[src/rtl/iqsum_pkg.sv]
package iqsum_pkg;

    localparam int unsigned CFG_AW = 4;
    localparam int unsigned NJ     = 3;

    // Junction indices; bound addresses are derived from them
    localparam int unsigned J_I   = 0;
    localparam int unsigned J_Q   = 1;
    localparam int unsigned J_OUT = 2;

    localparam logic [CFG_AW-1:0] ADR_ENABLE   = 4'd2;
    localparam logic [CFG_AW-1:0] ADR_LIM_BASE = 4'd4;

    typedef enum logic [1:0] {
        SEL_PASS = 2'd0,
        SEL_LOW  = 2'd1,
        SEL_HIGH = 2'd2
    } clamp_sel_e;

    // Lower bound of junction j sits at base + 2j, upper bound one above
    function automatic logic [CFG_AW-1:0] lim_addr(input int unsigned j, input logic upper);
        return ADR_LIM_BASE + CFG_AW'(2 * j) + CFG_AW'(upper);
    endfunction

endpackage

[src/rtl/iqsum_cfg.sv]
module iqsum_cfg
    import iqsum_pkg::*;
#(
    parameter int W = 16
) (
    input  logic                    clk,
    input  logic                    rst,
    input  logic                    cfg_we,
    input  logic [CFG_AW-1:0]       cfg_addr,
    input  logic [W-1:0]            cfg_data,
    output logic                    i_en,
    output logic                    q_en,
    output logic [NJ-1:0][W-1:0]    lim_lo,
    output logic [NJ-1:0][W-1:0]    lim_hi
);
    localparam logic [W-1:0] FULL_LO = {1'b1, {(W-1){1'b0}}};
    localparam logic [W-1:0] FULL_HI = {1'b0, {(W-1){1'b1}}};

    always_ff @(posedge clk) begin
        if (rst) begin
            for (int j = 0; j < NJ; j++) begin
                lim_lo[j] <= FULL_LO;
                lim_hi[j] <= FULL_HI;
            end
        end else if (cfg_we) begin
            for (int j = 0; j < NJ; j++) begin
                if (cfg_addr == lim_addr(j, 1'b0)) lim_lo[j] <= cfg_data;
                if (cfg_addr == lim_addr(j, 1'b1)) lim_hi[j] <= cfg_data;
            end
        end
    end

    always_ff @(posedge clk) begin
        if (rst) begin
            i_en <= 1'b1;
            q_en <= 1'b0;
        end else if (cfg_we && cfg_addr == ADR_ENABLE) begin
            i_en <= cfg_data[0];
            q_en <= cfg_data[1];
        end
    end

endmodule

[src/rtl/iqsum_sat_add.sv]
module iqsum_sat_add
    import iqsum_pkg::*;
#(
    parameter int W = 16,
    parameter int N = 2
) (
    input  logic                 clk,
    input  logic                 rst,
    input  logic [N-1:0][W-1:0]  term,
    input  logic [N-1:0]         term_en,
    input  logic [W-1:0]         lim_lo,
    input  logic [W-1:0]         lim_hi,
    output logic [W-1:0]         sum_q
);
    // Growth of clog2(N) bits plus one guard bit keeps the raw sum exact
    localparam int SW = W + $clog2(N) + 1;

    logic signed [SW-1:0] acc;
    logic signed [SW-1:0] lo_x;
    logic signed [SW-1:0] hi_x;
    clamp_sel_e           sel;
    logic [W-1:0]         result;

    always_comb begin
        acc = '0;
        for (int k = 0; k < N; k++) begin
            if (term_en[k]) acc = acc + SW'($signed(term[k]));
        end
        lo_x = SW'($signed(lim_lo));
        hi_x = SW'($signed(lim_hi));

        // Inverted bounds resolve to the upper bound
        if (acc > hi_x || lo_x > hi_x) sel = SEL_HIGH;
        else if (acc < lo_x)           sel = SEL_LOW;
        else                           sel = SEL_PASS;

        unique case (sel)
            SEL_HIGH: result = lim_hi;
            SEL_LOW:  result = lim_lo;
            default:  result = acc[W-1:0];
        endcase
    end

    always_ff @(posedge clk) begin
        if (rst) sum_q <= '0;
        else     sum_q <= result;
    end

endmodule

[src/rtl/iq_sum_junction.sv]
module iq_sum_junction
    import iqsum_pkg::*;
#(
    parameter int W = 16
) (
    input  logic              clk,
    input  logic              rst,
    input  logic              cfg_we,
    input  logic [CFG_AW-1:0] cfg_addr,
    input  logic [W-1:0]      cfg_data,
    input  logic [W-1:0]      osc1_i,
    input  logic [W-1:0]      osc2_i,
    input  logic [W-1:0]      osc1_q,
    input  logic [W-1:0]      osc2_q,
    input  logic [W-1:0]      duc_i,
    input  logic [W-1:0]      buddy_q,
    input  logic [W-1:0]      offset,
    output logic [W-1:0]      duc_in_i,
    output logic [W-1:0]      duc_in_q,
    output logic [W-1:0]      dac_out
);
    logic                 i_en;
    logic                 q_en;
    logic [NJ-1:0][W-1:0] lim_lo;
    logic [NJ-1:0][W-1:0] lim_hi;

    iqsum_cfg #(.W(W)) u_cfg (
        .clk      (clk),
        .rst      (rst),
        .cfg_we   (cfg_we),
        .cfg_addr (cfg_addr),
        .cfg_data (cfg_data),
        .i_en     (i_en),
        .q_en     (q_en),
        .lim_lo   (lim_lo),
        .lim_hi   (lim_hi)
    );

    iqsum_sat_add #(.W(W), .N(2)) u_add_i (
        .clk     (clk),
        .rst     (rst),
        .term    ({osc2_i, osc1_i}),
        .term_en (2'b11),
        .lim_lo  (lim_lo[J_I]),
        .lim_hi  (lim_hi[J_I]),
        .sum_q   (duc_in_i)
    );

    iqsum_sat_add #(.W(W), .N(2)) u_add_q (
        .clk     (clk),
        .rst     (rst),
        .term    ({osc2_q, osc1_q}),
        .term_en (2'b11),
        .lim_lo  (lim_lo[J_Q]),
        .lim_hi  (lim_hi[J_Q]),
        .sum_q   (duc_in_q)
    );

    iqsum_sat_add #(.W(W), .N(3)) u_add_out (
        .clk     (clk),
        .rst     (rst),
        .term    ({buddy_q, duc_i, offset}),
        .term_en ({q_en, i_en, 1'b1}),
        .lim_lo  (lim_lo[J_OUT]),
        .lim_hi  (lim_hi[J_OUT]),
        .sum_q   (dac_out)
    );

endmodule

[config.mk]
export PLATFORM = sky130hd
export DESIGN_NAME = iq_sum_junction
export DESIGN_NICKNAME = d
export VERILOG_FILES = /design/src/rtl/iqsum_pkg.sv /design/src/rtl/iqsum_cfg.sv /design/src/rtl/iqsum_sat_add.sv /design/src/rtl/iq_sum_junction.sv
export SDC_FILE = /design/constraint.sdc
export NUM_CORES = 1
export LEC_CHECK = 0
export ABC_AREA = 1
export BUFFER_PORTS_ARGS = -buffer_cell sky130_fd_sc_hd__buf_2
export CAP_MARGIN = 10
export CORE_MARGIN = 4
export CORE_UTILIZATION = 60
export CTS_CLUSTER_DIAMETER = 30
export DETAILED_ROUTE_END_ITERATION = 10
export PLACE_DENSITY = 0.83
export SLEW_MARGIN = 20
export SYNTH_ARGS = -nofsm -noshare
export SYNTH_HDL_FRONTEND = slang
export SYNTH_SLANG_ARGS = --single-unit
[constraint.sdc]
create_clock -name clk -period 14.1 [get_ports clk]
set_input_delay 2.115 -clock clk [delete_from_list [all_inputs] [get_ports clk]]
set_output_delay 2.115 -clock clk [all_outputs]
set_load 0.02 [all_outputs]
; ---- Word level (Yosys, flattened, before mapping)
; Cells that the tools add are included.
[totals]
word_cells = 58
input_bits = 135
output_inout_bits = 48
register_bits = 146
[op_classes]
order_cmp = 9
n_eq_ne = 13
n_reduce_logical = 10
addsub = 4
mux = 11
[ops]
columns = op, n
row1 = $pmux 16 s2, 3
row2 = $add 16x16->17, 3
row3 = $gt 16x16->1, 3
row4 = $mux 19, 2
row5 = $gt 17x16->1, 2
row6 = $lt 17x16->1, 2
row7 = $add 19x16->19, 1
row8 = $gt 19x16->1, 1
row9 = $lt 19x16->1, 1
row10 = $eq 4x3->1 const B, 4
row11 = $reduce_and 2->1, 6
row12 = $eq 4x4->1 const B, 2
row13 = $eq 2x1->1 const B, 3
row14 = $eq 2x2->1 const B, 3
row15 = $mux 2, 3
row16 = $eq 4x2->1 const B, 1
row17 = $logic_or 1x1->1, 3
row18 = $mux 1, 3
row19 = $logic_and 1x1->1, 1

; ---- Longest topological paths before layout
[depth]
depth_word = 9
depth_mapped = 37
ltp_nobuf = 36

; ---- Hierarchy
; From an unflattened synthesis, not the netlist that was laid out.
[hier_totals]
cells_unflattened = 2602
area_unflattened_um2 = 15611.2
[modules_own_cells]
columns = mod, area_each_um2, seq_area_each_um2, instances, cells_per_inst
row1 = iqsum_sat_add at u_add_out, 4759.6, 320.3, 1, 844
row2 = iqsum_cfg, 3678.5, 1961.9, 1, 511
row3 = iqsum_sat_add at u_add_i, 3628.5, 320.3, 1, 621
row4 = iqsum_sat_add at u_add_q, 3540.9, 320.3, 1, 625
row5 = iq_sum_junction, 3.8, 0.0, 1, 1

; ---- Worst setup path after synthesis
; No wires, ideal clock.
[synth_path]
path_type = input-to-reg
from = input offset[0]
to = register u_add_out.sum_q[14]
setup_ps = 128
path_stages = 33
path_slack_ps = 8104
n_path_buf = 1
t_arrival_ps = 5868
t_required_ps = 13972
cell_sequence = ha_1 -> fa_1 -> nand3_1 -> nand2_1 -> nand2_1 -> nand2_1 -> nand2_1 -> nand3_1 -> and2_1 -> ha_1 -> inv_1 -> o21bai_1 -> a21oi_1 -> nor2_1 -> nor2_1 -> nand2_1 -> nand2_1 -> o2111ai_1 -> a22oi_1 -> ha_1 -> nand2_1 -> inv_1 -> nand2_1 -> nand2_1 -> a21oi_1 -> nand4_1 -> nand3_4 -> nand2_4 -> buf_6 -> nand2_1 -> nand2_1 -> nor2_1 -> nor2_1
[synth_between]
elab_chain_len = 9
elab_cells_between_ends = 12
cone_classes = add/sub (2) / order compare (2) / eq/ne (2) / mux (5) / reduce/logical (1)
[synth_rtl]
columns = element, line
row1 = from (decl), iq_sum_junction.sv:17  ; input logic [W-1:0] offset,
row2 = $add 16x16->17, iqsum_sat_add.sv:27  ; if (term_en[k]) acc = acc + SW'($signed(term[k]));
row3 = $mux 19 *, iqsum_sat_add.sv:27
row4 = $add 19x16->19, iqsum_sat_add.sv:27
row5 = $mux 19 *, iqsum_sat_add.sv:27
row6 = $lt 19x16->1 / $gt 19x16->1 (equally long branches), "iqsum_sat_add.sv:34, iqsum_sat_add.sv:33"
row7 = $mux 1 / $logic_or 1x1->1 (equally long branches), "iqsum_sat_add.sv:34, iqsum_sat_add.sv:33"
row8 = $mux 2, iqsum_sat_add.sv:33  ; if (acc > hi_x || lo_x > hi_x) sel = SEL_HIGH;
row9 = $eq 2x1->1 / $eq 2x2->1 (equally long branches), iqsum_sat_add.sv:37  ; unique case (sel)
row10 = $pmux 16 s2 *, iqsum_sat_add.sv:37
row11 = to (signal assigned), iqsum_sat_add.sv:46  ; else sum_q <= result;
row12 = to (decl), iqsum_sat_add.sv:13  ; output logic [W-1:0] sum_q
; Every way passes the cells marked *; elsewhere a longest branch is shown, timed or not.
; A chain may end at the register's enable or synchronous reset.

; ---- Worst setup path in the final report
[layout_path]
from = input offset[0]
to = register u_add_out.sum_q[10]
; The elaborated chain is that of the path after synthesis.

==> flow_metrics.py <==
metrics = {
    "flow_run": {
        "cap_violations": 0,
    },
    "timing": {
        "setup_slack_ns": 7.49,
        "skew_ns": 0.0121,
        "fin_crit_sh_pct": 46.9,
        "relSlewSlack_pct": 37.2,
        "setup_tns_ns": 0,
        "finalCriticalPeriod_ns": 6.61,
        "rsz0062_at_grt": "no",
        "slew_violations": 0,
        "hold_viol": 0,
        "setup_violations": 0,
        "clock.fmax_mhz": 151,
        "worst_pin_slew_ns": 0.940,
    },
    "synthesis": {
        "synth-simple-area-share_pct": 32.4,
        "async_reset_ff_share_pct": 0,
        "synth_nets": 2470,
        "postSynthCellCount": 2113,
        "synthAdderAreaFrac_pct": 20.4,
        "yosys.area.top_type": "dfxtp_1",
        "synth-compound-area-share_pct": 13.7,
        "yosys.area.top_type_share_pct": 21.3,
        "synth_xor_area_share_pct": 1.79,
        "synthTopCellsByCount": "nand2_1 (550), inv_1 (281), ha_1 (218)",
        "synth-edff-count": 0,
        "seq_area_frac_synth_pct": 21.3,
        "yosysMostFrequentCell": "nand2_1",
        "ys.flop_type": "dfxtp_1",
        "ys_top_cells_by_area": "dfxtp_1 (21%), ha_1 (20%), nand2_1 (15%)",
        "ys_warn_count": 0,
        "netlist_area_um2": 13700,
        "synthMuxAreaShare_pct": 0,
        "avgSynthCellArea_um2": 6.50,
        "synth_top_family_by_area": "simple AND/OR/NAND/NOR gates",
        "synth.ff_latch_count": 146,
        "ys_types": 43,
    },
    "critical_path": {
        "cp-start-kind": "input port",
        "crit_type": "input port to flip-flop",
        "end_kind": "flip-flop",
        "worst-path-max-fanout": 27,
        "required_ns": 14.45,
        "critPathArrivalTime_ns": 6.96,
        "r2r_cells": 28,
        "slowest_stage": "fa_1",
        "r2r_start": "u_cfg.i_en",
        "reg2reg_to": "u_add_out.sum_q[10]",
        "r2r_slack_ns": 8.96,
        "cp_common_cell": "nand2_1",
        "slowest_delay_ns": 0.44,
    },
    "placement": {
        "port_buffers": 182,
        "dp.final_hpwl_um": 32100,
        "pre_cts_ws_ns": 7.22,
        "globalplace.congestion": 0.950,
        "placed_cells": 2522,
    },
    "cells_and_area": {
        "nets": 2613,
        "area_growth_pct": 11.6,
        "n_fill_cell": 2053,
        "regArea_um2": 2920,
        "final_cell_count_no_fill": 2553,
        "multi_input_area_um2": 9410,
        "drive_gt1_share_pct": 11.2,
        "n_antenna_cell": 0,
    },
    "die": {
        "ios": 183,
        "core_area_um2": 22600,
        "die_h_um": 159,
        "die_area_um2": 25400,
        "dieWidth_um": 159,
        "initial_core_util_pct": 60.8,
        "row_count": 55,
    },
    "power": {
        "leakage_nw": 8.48,
        "p_clk_share_pct": 27.5,
        "seqPwrFrac_pct": 28.1,
        "pwr_density_cell_nw_per_um2": 109,
        "power_switching_w": 0.000703,
        "p_int_w": 0.000966,
        "combinationalPowerShare_pct": 44.5,
        "sw_frac_of_total_pct": 42.1,
        "ir_drop_mv": 0.0868,
    },
    "clocking": {
        "cts_num_sinks": 146,
        "cts_tree": "built",
        "clk-insertion-delay-late_ns": 0.44,
        "cts_buffers": 17,
        "clk_pin_slew_ns": 0.06,
        "htreeDepth": 4,
        "cts_setup_buffers": 0,
        "hold_buffers": 0,
        "root_buffer": "clkbuf_16",
        "cts_resized": 0,
        "clockBufferDepth": 2,
    },
    "global_route": {
        "grt_max_degree": 68,
        "grt_util_all_layers_pct": 31.4,
        "gr-total-overflow": 0,
        "antenna_found_initial": 0,
        "grt_pass1_wl_um": 66900,
        "grt_pass1_vias": 13900,
    },
    "detailed_routing": {
        "drc": 0,
        "routed_wl_um": 41500,
        "viasPerCell": 5.80,
        "vias": 14800,
        "dr.pass1.iters": 8,
        "ant_nets": 0,
        "first_iter_violations": 1280,
        "avgRoutedWirePerCell_um": 16.3,
    },
    "min_path": {
        "worstHoldStart": "u_cfg.lim_lo[37]",
        "min_path_type": "flip-flop to flip-flop",
        "whs_endpoint": "u_cfg.lim_lo[37]",
        "whs_path_depth": 2,
    },
    "status": {
        "outcome": "finished, final reports clean",
    },
}
-- logic make-up after synthesis --
group | count (synthesis)
adder cells (fa/ha/maj) | 222
flip-flops | 146
AND/OR/NAND/NOR | 1010
XOR/XNOR | 28
AO/OA/AOI/OAI | 347
buffers and inverters | 360
-- metrics by stage --
step                      cell area (µm²)  hold slack, ns  utilization, %  power, W
final                               15300           0.506            67.9   0.00167
after global routing                15300           0.533            67.9   0.00177
after CTS                           15300           0.504            67.9   0.00165
after detailed placement            14700           0.493            65.3   0.00120
after global placement              14700           0.488            65.3   0.00118
after floorplan                     13700           0.463               -   0.00101
-- worst max path at each step --
stage | slack, ns | to | depth (start not counted) | startpoint
6_report | 7.49 | u_add_out.sum_q[10] | 33 | offset[0]
5_1_grt | 7.01 | u_add_out.sum_q[8] | 32 | offset[0]
4_1_cts | 7.63 | u_add_out.sum_q[8] | 31 | offset[0]
3_5_place_dp | 7.22 | u_add_out.sum_q[8] | 31 | offset[0]
3_3_place_gp | 7.42 | u_add_out.sum_q[11] | 33 | offset[0]
2_1_floorplan | 8.10 | u_add_out.sum_q[14] | 33 | offset[0]
-- power by group through the flow --
stage / Combinational [W] / Clock, W / Sequential (W)
finish: 0.000742 / 0.000458 / 0.000468
detailed placement: 0.000720 / 0 / 0.000477
global placement: 0.000699 / 0 / 0.000477
global route: 0.000826 / 0.000477 / 0.000472
floorplan: 0.000490 / 0 / 0.000518
CTS: 0.000727 / 0.000458 / 0.000468
-- flip-flops by register name (all words and copies together) (netlist names) --
signal	cells
u_add_i.sum_q	16
u_add_out.sum_q	16
u_add_q.sum_q	16
u_cfg.i_en	1
u_cfg.lim_hi	48
u_cfg.lim_lo	48
u_cfg.q_en	1
-- layout by cell type, fill, tap and decap left out, types with 5 or more instances in the layout --
master and count:
clkbuf_16 17, and2_1 8, a21oi_1 182, nand3_1 148
buf_2 182, a21o_1 9, xnor2_1 5, nand2_2 9
nor3_1 12, o21ai_1 21, inv_2 14, dfxtp_1 146
nand3b_1 14, o211ai_1 33, nand4_1 109, inv_1 280
ha_1 218, o21a_1 6, xor2_1 23, nand2_1 549
nor2_1 140, o21ai_0 84, or2_2 5
-- worst max-delay path: cells and delay by family --
kind            cells  cell delay [ns]
buf+inv             1             0.11
simple gates       23             2.47
fa+ha+maj           4             1.31
compound gates      5             0.93
-- per-layer routing --
metal | routed length, µm | vias to the layer above | GRT usage (%)
met5 | 0 | - | 0
li1 | - | 7339 | -
met4 | 1810 | 0 | 14.2
met1 | 17300 | 6640 | 40.2
met2 | 18300 | 703 | 50.9
met3 | 4030 | 128 | 6.89
-- area by class of cell --
type / instances / area share, %
Inverter: 298 / 7.30
Sequential cell: 146 / 19.1
Clock buffer: 20 / 2.98
Clock inverter: 11 / 0.841
Timing Repair Buffer: 186 / 6.14
Tap cell: 285 / 2.33
Multi-Input combinational cell: 1607 / 61.4
Power figures use the tool's default switching activity.
